===== config.mk =====
export PLATFORM = sky130hd
export DESIGN_NAME = sck_rate_timer
export DESIGN_NICKNAME = d
export VERILOG_FILES = /design/src/rtl/sck_rate_pkg.sv /design/src/rtl/sck_reload_regs.sv /design/src/rtl/sck_down_counter.sv /design/src/rtl/sck_rate_timer.sv
export SDC_FILE = /design/constraint.sdc
export NUM_CORES = 1
export LEC_CHECK = 0
export BUFFER_PORTS_ARGS = -buffer_cell sky130_fd_sc_hd__buf_4
export CORE_ASPECT_RATIO = 1.25
export CORE_UTILIZATION = 45
export CTS_CLUSTER_DIAMETER = 50
export CTS_CLUSTER_SIZE = 10
export DETAILED_ROUTE_END_ITERATION = 16
export PLACE_DENSITY = 0.76
export SLEW_MARGIN = 15
export SYNTH_ARGS = -nofsm -noshare
export SYNTH_HDL_FRONTEND = slang
export SYNTH_HIERARCHICAL = 1
export SYNTH_SLANG_ARGS = --single-unit

===== constraint.sdc =====
create_clock -name clk -period 1.9 [get_ports clk]
set_clock_uncertainty 0.1 [all_clocks]
set_input_delay 0.095 -clock clk [delete_from_list [all_inputs] [get_ports clk]]
set_output_delay 0.095 -clock clk [all_outputs]
set_load 0.02 [all_outputs]

===== src/rtl/sck_rate_pkg.sv =====
package sck_rate_pkg;
    typedef enum logic [1:0] {
        RUN_IDLE   = 2'd0,
        RUN_TIMER  = 2'd1,
        RUN_MASTER = 2'd2
    } run_e;

    function automatic run_e decode_run(input logic [1:0] mode, input logic tmr_en,
                                        input logic master);
        if (mode == 2'b00) return tmr_en ? RUN_TIMER : RUN_IDLE;
        return master ? RUN_MASTER : RUN_IDLE;
    endfunction
endpackage


===== src/rtl/sck_reload_regs.sv =====
module sck_reload_regs #(
    parameter int BYTE_W = 8,
    localparam int CNT_W = 2 * BYTE_W
) (
    input  logic              clk,
    input  logic              rst_n,
    input  logic              wr_hi_i,
    input  logic              wr_lo_i,
    input  logic [BYTE_W-1:0] wr_data_i,
    output logic [CNT_W-1:0]  reload_o
);
    typedef struct packed {
        logic [BYTE_W-1:0] hi;
        logic [BYTE_W-1:0] lo;
    } regs_t;

    regs_t regs_d, regs_q;

    always_comb begin
        regs_d = regs_q;
        if (wr_hi_i) regs_d.hi = wr_data_i;
        if (wr_lo_i) regs_d.lo = wr_data_i;
    end

    always_ff @(posedge clk or negedge rst_n) begin
        if (!rst_n) regs_q <= '0;
        else        regs_q <= regs_d;
    end

    assign reload_o = {regs_q.hi, regs_q.lo};

    // an upper-byte write lands in the upper half only
    p_hi_write_r1: assert property (@(posedge clk) disable iff (!rst_n)
        (wr_hi_i && !wr_lo_i) |=> (reload_o[CNT_W-1:BYTE_W] == $past(wr_data_i))
                                  && (reload_o[BYTE_W-1:0] == $past(reload_o[BYTE_W-1:0])));
endmodule


===== src/rtl/sck_down_counter.sv =====
module sck_down_counter #(
    parameter int CNT_W = 16
) (
    input  logic             clk,
    input  logic             rst_n,
    input  logic             run_i,
    input  logic [CNT_W-1:0] reload_i,
    output logic             expire_o
);
    localparam logic [CNT_W-1:0] ONE = CNT_W'(1);

    typedef struct packed {
        logic [CNT_W-1:0] cnt;
    } cnt_t;

    cnt_t st_d, st_q;

    always_comb begin
        st_d     = st_q;
        expire_o = 1'b0;
        if (!run_i) begin
            st_d.cnt = reload_i;
        end else if (st_q.cnt == ONE) begin
            expire_o = 1'b1;
            st_d.cnt = reload_i;
        end else begin
            // zero wraps to all ones, giving a full 2**CNT_W count
            st_d.cnt = st_q.cnt - ONE;
        end
    end

    always_ff @(posedge clk or negedge rst_n) begin
        if (!rst_n) st_q <= '0;
        else        st_q <= st_d;
    end

    // while stopped the count tracks the reload value
    p_idle_hold_r7: assert property (@(posedge clk) disable iff (!rst_n)
        !$past(run_i) |-> (st_q.cnt == $past(reload_i)));
    // an expiry loads the reload value present at that edge
    p_expire_reload_r6: assert property (@(posedge clk) disable iff (!rst_n)
        expire_o |=> (st_q.cnt == $past(reload_i)));
endmodule


===== src/rtl/sck_rate_timer.sv =====
module sck_rate_timer #(
    parameter int BYTE_W = 8,
    localparam int CNT_W = 2 * BYTE_W
) (
    input  logic              clk,
    input  logic              rst_n,
    input  logic              wr_hi_i,
    input  logic              wr_lo_i,
    input  logic [BYTE_W-1:0] wr_data_i,
    input  logic [1:0]        mode_i,
    input  logic              tmr_en_i,
    input  logic              master_i,
    output logic              sck_o,
    output logic              sck_edge_o,
    output logic              tmo_o
);
    import sck_rate_pkg::*;

    typedef struct packed {
        logic sck;
        logic edge_s;
        logic tmo;
    } out_t;

    logic [CNT_W-1:0] reload;
    logic             expire;
    run_e             run;
    out_t             out_d, out_q;

    assign run = decode_run(mode_i, tmr_en_i, master_i);

    sck_reload_regs #(.BYTE_W(BYTE_W)) i_regs (
        .clk       (clk),
        .rst_n     (rst_n),
        .wr_hi_i   (wr_hi_i),
        .wr_lo_i   (wr_lo_i),
        .wr_data_i (wr_data_i),
        .reload_o  (reload)
    );

    sck_down_counter #(.CNT_W(CNT_W)) i_cnt (
        .clk      (clk),
        .rst_n    (rst_n),
        .run_i    (run != RUN_IDLE),
        .reload_i (reload),
        .expire_o (expire)
    );

    always_comb begin
        out_d        = out_q;
        out_d.edge_s = 1'b0;
        out_d.tmo    = 1'b0;
        unique case (run)
            RUN_MASTER: begin
                if (expire) begin
                    out_d.sck    = ~out_q.sck;
                    out_d.edge_s = 1'b1;
                end
            end
            RUN_TIMER: begin
                out_d.sck = 1'b0;
                out_d.tmo = expire;
            end
            default: out_d.sck = 1'b0;
        endcase
    end

    always_ff @(posedge clk or negedge rst_n) begin
        if (!rst_n) out_q <= '0;
        else        out_q <= out_d;
    end

    assign sck_o      = out_q.sck;
    assign sck_edge_o = out_q.edge_s;
    assign tmo_o      = out_q.tmo;

    // timeout only follows a cycle in timer operation
    p_tmo_timer_only_r9: assert property (@(posedge clk) disable iff (!rst_n)
        tmo_o |-> ($past(run) == RUN_TIMER));
    // every edge strobe matches a clock toggle
    p_edge_toggles_r5: assert property (@(posedge clk) disable iff (!rst_n)
        sck_edge_o |-> (sck_o != $past(sck_o)));
    // outside master operation the serial clock rests low
    p_sck_low_r8: assert property (@(posedge clk) disable iff (!rst_n)
        ($past(run) != RUN_MASTER) |-> (!sck_o && !sck_edge_o));
endmodule


# After elaboration in Yosys (flattened, before gate mapping)
# Index checks and enable logic that the tools add are counted.
[word_totals]
regBits = 35
latch_bits = 0
ram_bits = 0
romBits = 0
out_inout_bits = 3
elab_cells = 27
n_memories = 0
[classes]
addsub = 1
mul = 0
div = 0
n_lt_le_gt_ge = 0
n_eq_ne = 4
shifts = 0
n_mux = 13
bitwise = 1
n_reduce_logical = 2
[op_table]
columns = ["cell", "n"]
rows = [
  ["16-bit two-way mux", 2],
  ["16-bit by 1-bit == test with 1-bit output, second input constant", 1],
  ["16-bit by 1-bit subtractor with 16-bit output, second input constant", 1],
  ["2-bit two-way mux", 4],
  ["1-bit two-way mux", 7],
  ["2-bit by 1-bit == test with 1-bit output, second input constant", 1],
  ["2-bit == test, second input constant", 1],
  ["2-bit zero test", 1],
  ["2-bit != test, second input constant", 1],
  ["2-bit nonzero test", 1],
  ["1-bit inverter", 1],
]

# Longest topological paths before layout
# Gate-level depths: netlist of run 1.
[logic_depth]
ltp_word = 7
depth_mapped = 7
depth_no_buf = 7

# Hierarchy
# Netlist of run 1, hierarchy kept.
[modules_own_cells]
columns = ["module", "n_inst", "cells_each", "area_each_um2", "seq_area_each_um2"]
rows = [
  ["sck_down_counter", 1, 79, 1022.2, 400.4],
  ["sck_reload_regs", 1, 34, 663.1, 400.4],
  ["sck_rate_timer", 1, 11, 127.6, 75.1],
]

# Least setup slack after synthesis of run 1
# OpenSTA, ideal clock, no wires.
[synth_path]
path_type = "reg-to-reg"
from = "reg i_cnt/st_q[0] (netlist bit)"
to = "reg i_cnt/st_q[6] (netlist bit)"
setup_ps = 125
t_arrival_ps = 1609
path_slack_ps = 66
path_stages_with_launch = 7
n_path_buf = 0
period_less_slack_ps = 1834
cell_sequence = "dfrtp_1 > inv_1 > ha_1 > or3b_2 > nor3_1 > xor2_1 > mux2_4"
[synth_lines]
columns = ["item", "line", "rtl"]
rows = [
  ["from (decl)", "sck_down_counter.sv:16", "cnt_t st_d, st_q;"],
  ["from (signal assigned)", "sck_down_counter.sv:34", "else st_q <= st_d;"],
]

==> impl_metrics.yaml, run 1 <==
cells_and_area:
  nNetsFinal: 188
  area_growth_pct: 27.1
  fin_area_um2: 2300
  drive_above_1_share_pct: 47.3
  final_core_util_pct: 60.4
  diodes: 0
  nFillCells: 297
  instances_no_fill: 223
synthesis:
  synth_edf_count: 0
  synth-seq-cells: 35
  syn_area_per_cell_um2: 14.6
  yosys_warnings: 6
  syn_nets: 142
  yosysTopAreaCellShare_pct: 48.3
  yosysUniqueCellTypes: 29
  synth_area_leader_cell: "dfrtp_1"
  synth_top_cells_by_count: "dfrtp_1 (35), mux2_4 (25), xnor2_1 (12)"
  synthFlopType: "dfrtp_1"
  synth_area_um2: 1810
  post-synth-top-count-cell: "dfrtp_1"
  synthTopCellsByArea: "dfrtp_1 (48%), mux2_4 (21%), xnor2_1 (5.8%)"
  async_flop_share_pct: 100
  ys_seq_area_share_pct: 48.3
  syn_inst: 124
pwr:
  cellLeakagePower_nw: 1.03
  ir_drop_v: 0.000586
  p_per_area_nw_per_um2: 867
  finalPower_w: 0.00200
global_routing:
  overflow: 0
  track_usage_pct: 17.8
  grt_max_degree: 36
  antenna_found_initial: 0
  grt_pass1_wl_mm: 5.61
  grt_pass1_vias: 1245
sta:
  setup_viol: 0
  hold_viol_final: 0
  min_period_ns: 1.85
  worstMarginPinSlew_ns: 0.434
  finalCritPeriodShare_pct: 97.6
  fmax_mhz: 539
  slew_violations: 0
  tns_ns: 0
  relSlewSlack_pct: 71.1
cts:
  root_buffer: "clkbuf_8"
  cts_made_buffers: 5
  cts-htree-levels: 2
  clock_latency_ns: 0.28
  clock-sinks: 35
  path_clk_slew_ns: 0.07
  clk_path_buf_depth: 2
  cts_tree: "built"
worst_setup_path:
  crit_buf_inv: 1
  crit_required_ns: 1.96
  crit_chain: "inv_2 > ha_2 > or3b_4 > nor3_4 > xor2_1 > mux2_4"
  ff2ff_setup_slack_ns: 0.05
  cpMaxStageDelayCell: "dfrtp_1"
  crit_type: "reg2reg"
  cp-start-kind: "flop"
  endpoint_kind: "flop"
  crit_fanout: 4
  worstPathArrival_ns: 1.92
  critPathMaxStageDelay_ns: 0.42
  path_delay_family: "simple AND/OR/NAND/NOR gates"
placement:
  dpl-instance-area_um2: 2030
  gp_congestion: 0.706
  dp_hpwl_mm: 2.34
  placed_cells: 200
  place.port_buffers: 18
hold_path:
  min_path_type: "in2reg"
die:
  core_um2: 3820
  die_x_um: 58.8
  dieArea_um2: 4290
  row_count: 25
  initial_core_util_pct: 47.5
  die_h_um: 73.0
  ioPinCount: 19
drt:
  drt_pass1_iterations: 4
  wl_per_cell_um: 15.0
  drt_iter0_drc: 14
  detail-route-antenna-nets: 0
  via_per_inst: 4.99
  routed_wl_mm: 3.34
  vias: 1113
  drc: 0
run_status:
  outcome: "completed"
job:
  maxCapViolCount: 0
-- per-layer routing --
layer | GRT usage (%) | vias up | routed length [um]
met1 | 21.0 | 553 | 1420
met3 | 4.08 | 6 | 106
met2 | 30.9 | 25 | 1750
met4 | 6.88 | 0 | 52
met5 | 0 | - | 0
li1 | - | 529 | -
-- sequential cells by signal, summed over array words and instances, names as in the netlist --
name,count
i_regs/reload_o,16
sck_edge_o,1
tmo_o,1
sck_o,1
i_cnt/st_q,16
-- area by class of cell --
type / count / area [um^2] / area share, %
sequential: 35 / 876 / 38.0
multi-input combinational: 81 / 906 / 39.3
clock buffer: 5 / 68.8 / 2.99
timing repair buffer: 42 / 360 / 15.6
clock inverter: 1 / 7.51 / 0.326
inverter: 5 / 18.8 / 0.814
tap: 54 / 67.6 / 2.93
-- path summary, 6_finish.rpt --
check | from | to | cells past startpoint
min | wr_lo_i | i_regs/reload_o[0] | 2
max | i_cnt/st_q[0] | i_cnt/st_q[6] | 6
min in group asynchronous | rst_n | sck_o | 2
min reg2reg | i_regs/reload_o[7] | i_regs/reload_o[7] | 1
max reg2reg | i_cnt/st_q[0] | i_cnt/st_q[6] | 6
max in group asynchronous | rst_n | sck_edge_o | 2
-- power breakdown --
group          total, W  internal (W)  leakage, nW  switching, W
sequential     0.000999      0.000856        0.416      0.000143
combinational  0.000512      0.000320        0.577      0.000192
clock          0.000487      0.000243       0.0361      0.000244
-- stage by stage --
step / hold slack [ns] / worst slack [ns]
2_1_floorplan: -0.301 / 0.0658
3_5_place_dp: -0.0286 / -0.116
5_1_grt: 0.0978 / -0.00514
3_3_place_gp: -0.0409 / -0.00853
4_1_cts: 0.0914 / -0.0577
6_report: 0.0980 / 0.0460
-- logic make-up (layout without fill, tap and decap cells) --
group	after synthesis	count (layout)	synth area share, %
compound gates	3	3	1.93
flops	35	35	48.3
buf+inv	8	53	3.38
xor+xnor	15	15	7.25
mux	32	32	25.0
fa+ha+maj	2	2	1.38
simple gates	29	29	12.8
-- placed cells by master, fill, tap and decap left out, types with 2 or more instances in the layout --
cell type / Yosys / routed
xnor2_1: 12 / 12
dfrtp_1: 35 / 35
nand3_1: 2 / 2
dlygate4sd3_1: 0 / 13
clkbuf_8: 0 / 5
buf_4: 0 / 28
nor2_1: 5 / 5
nand4b_1: 2 / 2
nor3_1: 3 / 2
nand2b_1: 2 / 2
inv_1: 5 / 4
xor2_1: 3 / 3
nand4_1: 3 / 3
nor3_4: 1 / 2
nor4_2: 2 / 2
mux2_2: 6 / 6
mux2_4: 25 / 25
nor4_4: 2 / 2
-- timing repair --
item / in CTS / in global routing
setup endpoints to repair: 15 / 15
resized for setup: 2 / 5
setup buffers: 2 / 2
hold endpoints to repair: 54 / 0
hold buffers: 13 / 0
pin swaps: 1 / 2
Power figures use the tool's default switching activity.
==> run 2: changes to the inputs <==
--- a/config.mk
+++ b/config.mk
@@ -6,13 +6,13 @@
 export NUM_CORES = 1
 export LEC_CHECK = 0
 export BUFFER_PORTS_ARGS = -buffer_cell sky130_fd_sc_hd__buf_4
-export CORE_ASPECT_RATIO = 1.25
+export CORE_ASPECT_RATIO = 1.75
 export CORE_UTILIZATION = 45
 export CTS_CLUSTER_DIAMETER = 50
 export CTS_CLUSTER_SIZE = 10
 export DETAILED_ROUTE_END_ITERATION = 16
 export PLACE_DENSITY = 0.76
-export SLEW_MARGIN = 15
+export SLEW_MARGIN = 20
 export SYNTH_ARGS = -nofsm -noshare
 export SYNTH_HDL_FRONTEND = slang
 export SYNTH_HIERARCHICAL = 1
==> impl_metrics.yaml, run 2 (same netlist as run 1, synthesis figures left out) <==
worst_setup_path:
  crit_type: "reg2reg"
  crit_required_ns: 1.97
  cp-startpoint: "i_cnt/st_q[0]"
  crit_buf_inv: 2
  r2r-start: "i_cnt/st_q[0]"
  cp.depth: 7
  r2r_end: "i_cnt/st_q[3]"
  cp-endpoint: "i_cnt/st_q[3]"
  path_delay_family: "flip-flops"
  ff2ff_setup_slack_ns: 0.04
  crit_chain: "buf_4 > ha_1 > nand2b_1 > nor4_4 > a21boi_4 > buf_12 > mux2_2"
  endpoint_kind: "flop"
  crit_fanout: 8
  critPathMaxStageDelay_ns: 0.39
  reg2regPathDepth: 7
  cpMaxStageDelayCell: "dfrtp_1"
  worstPathArrival_ns: 1.93
  cp-start-kind: "flop"
die:
  die_h_um: 86.0
  initial_core_util_pct: 46.9
  dieArea_um2: 4300
  ioPinCount: 19
  core_um2: 3870
  row_count: 30
  die_x_um: 50.0
drt:
  drt_iter0_drc: 18
  drc: 0
  routed_wl_mm: 3.58
  via_per_inst: 5.31
  vias: 1153
  detail-route-antenna-nets: 0
  drt_pass1_iterations: 4
  wl_per_cell_um: 16.5
global_routing:
  grt_pass1_wl_mm: 5.84
  grt_pass1_vias: 1265
  grt_max_degree: 36
  antenna_found_initial: 0
  track_usage_pct: 18.6
  overflow: 0
cells_and_area:
  final_common_cell: "dfrtp_1"
  final_cell_mix: "dfrtp_1 (34), mux2_4 (27), buf_4 (26), dlygate4sd3_1 (13), xnor2_1 (12)"
  final_core_util_pct: 59.6
  drive_above_1_share_pct: 46.2
  nNetsFinal: 187
  instances_no_fill: 217
  diodes: 0
  area_growth_pct: 27.1
cts:
  cts_tree: "built"
  cts-htree-levels: 2
  path_clk_slew_ns: 0.07
  cts_made_buffers: 5
  clock-sinks: 35
  root_buffer: "clkbuf_8"
  clock_latency_ns: 0.29
  clk_path_buf_depth: 2
sta:
  slew_violations: 0
  worstMarginPinSlew_ns: 0.437
  hold_viol_final: 0
  min_period_ns: 1.86
  finalCritPeriodShare_pct: 97.8
  setup_viol: 0
  tns_ns: 0
  rsz0062_at_grt: "yes"
  fmax_mhz: 538
  relSlewSlack_pct: 70.9
job:
  maxCapViolCount: 0
hold_path:
  min_path_type: "in2reg"
placement:
  placed_cells: 194
  place.port_buffers: 18
  gp_congestion: 0.770
  dp_hpwl_mm: 2.51
pwr:
  ir_drop_v: 0.000579
  p_per_area_nw_per_um2: 891
  cellLeakagePower_nw: 1.05
run_status:
  outcome: "completed"
## run 2: through the flow
step	total power (W)	cell area [um^2]	hold slack (ns)	worst slack, ns
2_1_floorplan	0.00131	1810	-0.301	0.0658
3_3_place_gp	0.00144	2030	-0.0372	0.0696
3_5_place_dp	0.00147	2030	-0.0264	0.0106
4_1_cts	0.00205	2250	0.0913	0.0395
5_1_grt	0.00216	2300	0.0976	-0.0107
6_report	0.00205	2300	0.0978	0.0422
## run 2: where the power goes
part / internal, W / switching, W / leakage (nW)
Sequential: 0.000857 / 0.000141 / 0.415
Clock: 0.000284 / 0.000256 / 0.0470
Combinational: 0.000323 / 0.000192 / 0.584
Total: 0.00146 / 0.000589 / 1.05
## run 2: per-layer routing
layer  share of wire, %  wire length, um  global-route usage (%)  vias up
met3                3.2              113                    3.72       11
li1                   -                -                       -      521
met1                 36             1300                    19.1      582
met5                  0                0                       0        -
met2                 57             2030                    33.2       39
met4                3.7              133                    11.4        0
## run 2: worst register-to-register path, cell delays in order, from the launching register on
cell and delay [ns]:
dfrtp_1 0.39, buf_4 0.15, ha_1 0.19, nand2b_1 0.12, nor4_4 0.06, a21boi_4 0.23, buf_12 0.17, mux2_2 0.34
## run 2: area by class of cell
class	instances	area (um^2)
multi-input combinational	81	891
fill	318	1560
clock inverter	1	5.00
inverter	5	18.8
timing repair buffer	41	370
clock buffer	6	82.6
sequential	35	877
tap	48	60.1
## run 2: worst min-delay path by stage
stage	startpoint	endpoint	slack, ns	cells past startpoint
floorplan	rst_n	i_cnt/st_q[0]	-0.30	0
global placement	rst_n	i_cnt/st_q[13]	-0.04	1
detailed placement	rst_n	i_cnt/st_q[13]	-0.03	1
CTS	wr_lo_i	i_regs/reload_o[1]	0.09	2
global route	wr_lo_i	i_regs/reload_o[1]	0.1	2
finish	wr_lo_i	i_regs/reload_o[5]	0.1	2
## run 2: what timing repair did
action | 4_1_cts | 5_1_grt
hold buffers | 13 | 0
gates cloned | 0 | 1
endpoints found under the setup margin | 1 | 10
endpoints found under the hold margin | 54 | 0
resized for setup | 1 | 4
setup buffers | 0 | 2
==> run 3: changes to the inputs <==
--- a/config.mk
+++ b/config.mk
@@ -15,5 +15,4 @@
 export SLEW_MARGIN = 20
 export SYNTH_ARGS = -nofsm -noshare
 export SYNTH_HDL_FRONTEND = slang
-export SYNTH_HIERARCHICAL = 1
 export SYNTH_SLANG_ARGS = --single-unit
==> impl_metrics.yaml, run 3 <==
synthesis:
  yosysTopAreaCellShare_pct: 51.9
  synth_area_leader_cell: "dfrtp_1"
  syn_area_per_cell_um2: 13.4
  yosys_warnings: 0
  synth-seq-cells: 35
  synth_top_cells_by_count: "dfrtp_1 (35), mux2_2 (17), mux2_4 (8), xnor2_1 (8), nor2_1 (7)"
  async_flop_share_pct: 100
  synth_area_um2: 1690
  synth_edf_count: 0
  ys_seq_area_share_pct: 51.9
  syn_nets: 144
  yosysUniqueCellTypes: 31
  syn_inst: 126
  synthTopCellsByArea: "dfrtp_1 (52%), mux2_2 (11%), mux2_4 (7.1%)"
  synthFlopType: "dfrtp_1"
  post-synth-top-count-cell: "dfrtp_1"
drt:
  via_per_inst: 5.32
  vias: 1159
  drt_iter0_drc: 28
  drc: 0
  routed_wl_mm: 3.50
  drt_pass1_iterations: 4
  wl_per_cell_um: 16.1
  detail-route-antenna-nets: 0
cts:
  cts_made_buffers: 5
  clock_latency_ns: 0.29
  root_buffer: "clkbuf_8"
  clock-sinks: 35
  path_clk_slew_ns: 0.07
  cts-htree-levels: 2
  cts_tree: "built"
  clk_path_buf_depth: 2
sta:
  hold_viol_final: 0
  hold-worst-slack_ns: 0.0183
  slew_violations: 0
  relSlewSlack_pct: 70.2
  setup_viol: 0
  finalCritPeriodShare_pct: 97.8
  worstMarginPinSlew_ns: 0.447
  fmax_mhz: 538
  rsz0062_at_grt: "no"
  min_period_ns: 1.86
cells_and_area:
  final_cell_mix: "dfrtp_1 (35), buf_4 (29), mux2_2 (17), dlygate4sd3_1 (12)"
  fin_area_um2: 2180
  drive_above_1_share_pct: 40.7
  area_growth_pct: 28.9
  nNetsFinal: 189
  final_common_cell: "dfrtp_1"
  nFillCells: 273
  diodes: 0
die:
  initial_core_util_pct: 47.0
  die_x_um: 48.3
  core_um2: 3590
  dieArea_um2: 4010
  ioPinCount: 19
  die_h_um: 83.1
  row_count: 29
run_status:
  outcome: "completed"
worst_setup_path:
  crit_fanout: 13
  ff2ff_setup_slack_ns: 0.06
  crit_required_ns: 1.98
  endpoint_kind: "flop"
  cp-start-kind: "input port"
  worstPathArrival_ns: 1.93
  crit_type: "in2reg"
placement:
  dpl-instance-area_um2: 1940
  place.port_buffers: 18
  gp_congestion: 0.830
  dp_hpwl_mm: 2.55
pwr:
  p_per_area_nw_per_um2: 911
  intPower_w: 0.00143
  cellLeakagePower_nw: 0.957
  pwr-share-clk_pct: 29.4
  comb_power_share_pct: 21.4
  ir_drop_v: 0.000678
  swShare_pct: 27.8
  p_sw_w: 0.000552
  sequentialPowerShare_pct: 49.1
job:
  maxCapViolCount: 0
global_routing:
  antenna_found_initial: 0
  grt_pass1_vias: 1255
  grt_pass1_wl_mm: 5.80
  grt_max_degree: 36
  track_usage_pct: 19.8
  overflow: 0
hold_path:
  min_path_type: "in2reg"
==> run 3: changes by cell type after synthesis, sizes merged, moves of 2 or more <==
cell and change:
xnor2 -4, nor3 -3, nand2b -2, or4 +2, o21ai +2, a41oi +3, nor2 +2, clkbuf +2
nor4 -2, buf -2, a21oi +3, nand2 +7, mux2 -6
==> run 3: final cells by class <==
cell class / count / area (um^2) / share of cell area [%]
Multi-Input combinational cell: 84 / 791 / 36.3
Clock buffer: 8 / 100 / 4.60
Tap cell: 46 / 57.6 / 2.64
Inverter: 4 / 15.0 / 0.690
Timing Repair Buffer: 41 / 338 / 15.5
Sequential cell: 35 / 876 / 40.2
==> run 3: logic make-up (layout without fill, tap and decap cells) <==
family	Yosys count	count (layout)	synth area share, %
AOI/OAI and AO/OA	12	12	4.74
xor gates and xnor gates	12	12	6.22
adders and majority gates	2	2	1.48
buffers and inverters	7	53	2.52
DFF	35	35	51.9
muxes	27	27	19.6
and+or+nand+nor	31	31	13.6
==> run 3: path summary, 6_finish.rpt <==
path                                        to  cells past startpoint                start
setup / recovery                 i_cnt.st_q[8]                      6            mode_i[0]
hold / removal              i_regs.reload_o[0]                      2              wr_lo_i
setup reg to reg                i_cnt.st_q[15]                      4        i_cnt.st_q[2]
hold reg to reg            i_regs.reload_o[15]                      1  i_regs.reload_o[15]
max in group asynchronous   i_regs.reload_o[3]                      2                rst_n
min in group asynchronous        i_cnt.st_q[7]                      2                rst_n
==> run 3: what timing repair did <==
item | CTS | global route
pin swaps | 1 | 0
setup buffers | 1 | 0
hold buffers | 12 | 0
resized for setup | 0 | 2
setup endpoints to repair | 1 | 6
hold endpoints to repair | 52 | 0
==> run 3: power groups by stage <==
stage	sequential (W)	combinational (W)	clock (W)
final	0.000974	0.000425	0.000584
after detailed placement	0.000984	0.000398	0
after global placement	0.000970	0.000374	0
after floorplan	0.000961	0.000263	0
after CTS	0.000972	0.000423	0.000596
after global routing	0.000987	0.000462	0.000630
==> run 3: metal layers <==
metal  share of wire, %  global-route usage [%]  vias up
met4                3.8                    13.1        0
met1                 36                    19.1      586
met5                  0                       0        -
li1                   -                       -      542
met3                2.1                    3.85       10
met2                 59                    36.9       21
==> run 3: critical path: stages <==
cell and delay [ns]:
dlygate4sd3_1 0.53, buf_4 0.13, or3b_2 0.46, nand2_1 0.23, nand2_8 0.15, mux2_4 0.33
==> run 3: through the flow <==
step	total power, W	util, %	worst slack [ns]	std cells	TNS (ns)
4_1_cts	0.00199	60.2	0.0202	218	0
6_report	0.00198	60.6	0.0416	218	0
3_3_place_gp	0.00134	53.9	0.0469	197	0
3_5_place_dp	0.00138	53.9	-0.00338	197	-0.00338
5_1_grt	0.00208	60.6	0.00646	218	0
2_1_floorplan	0.00122	-	-0.0245	126	-0.196
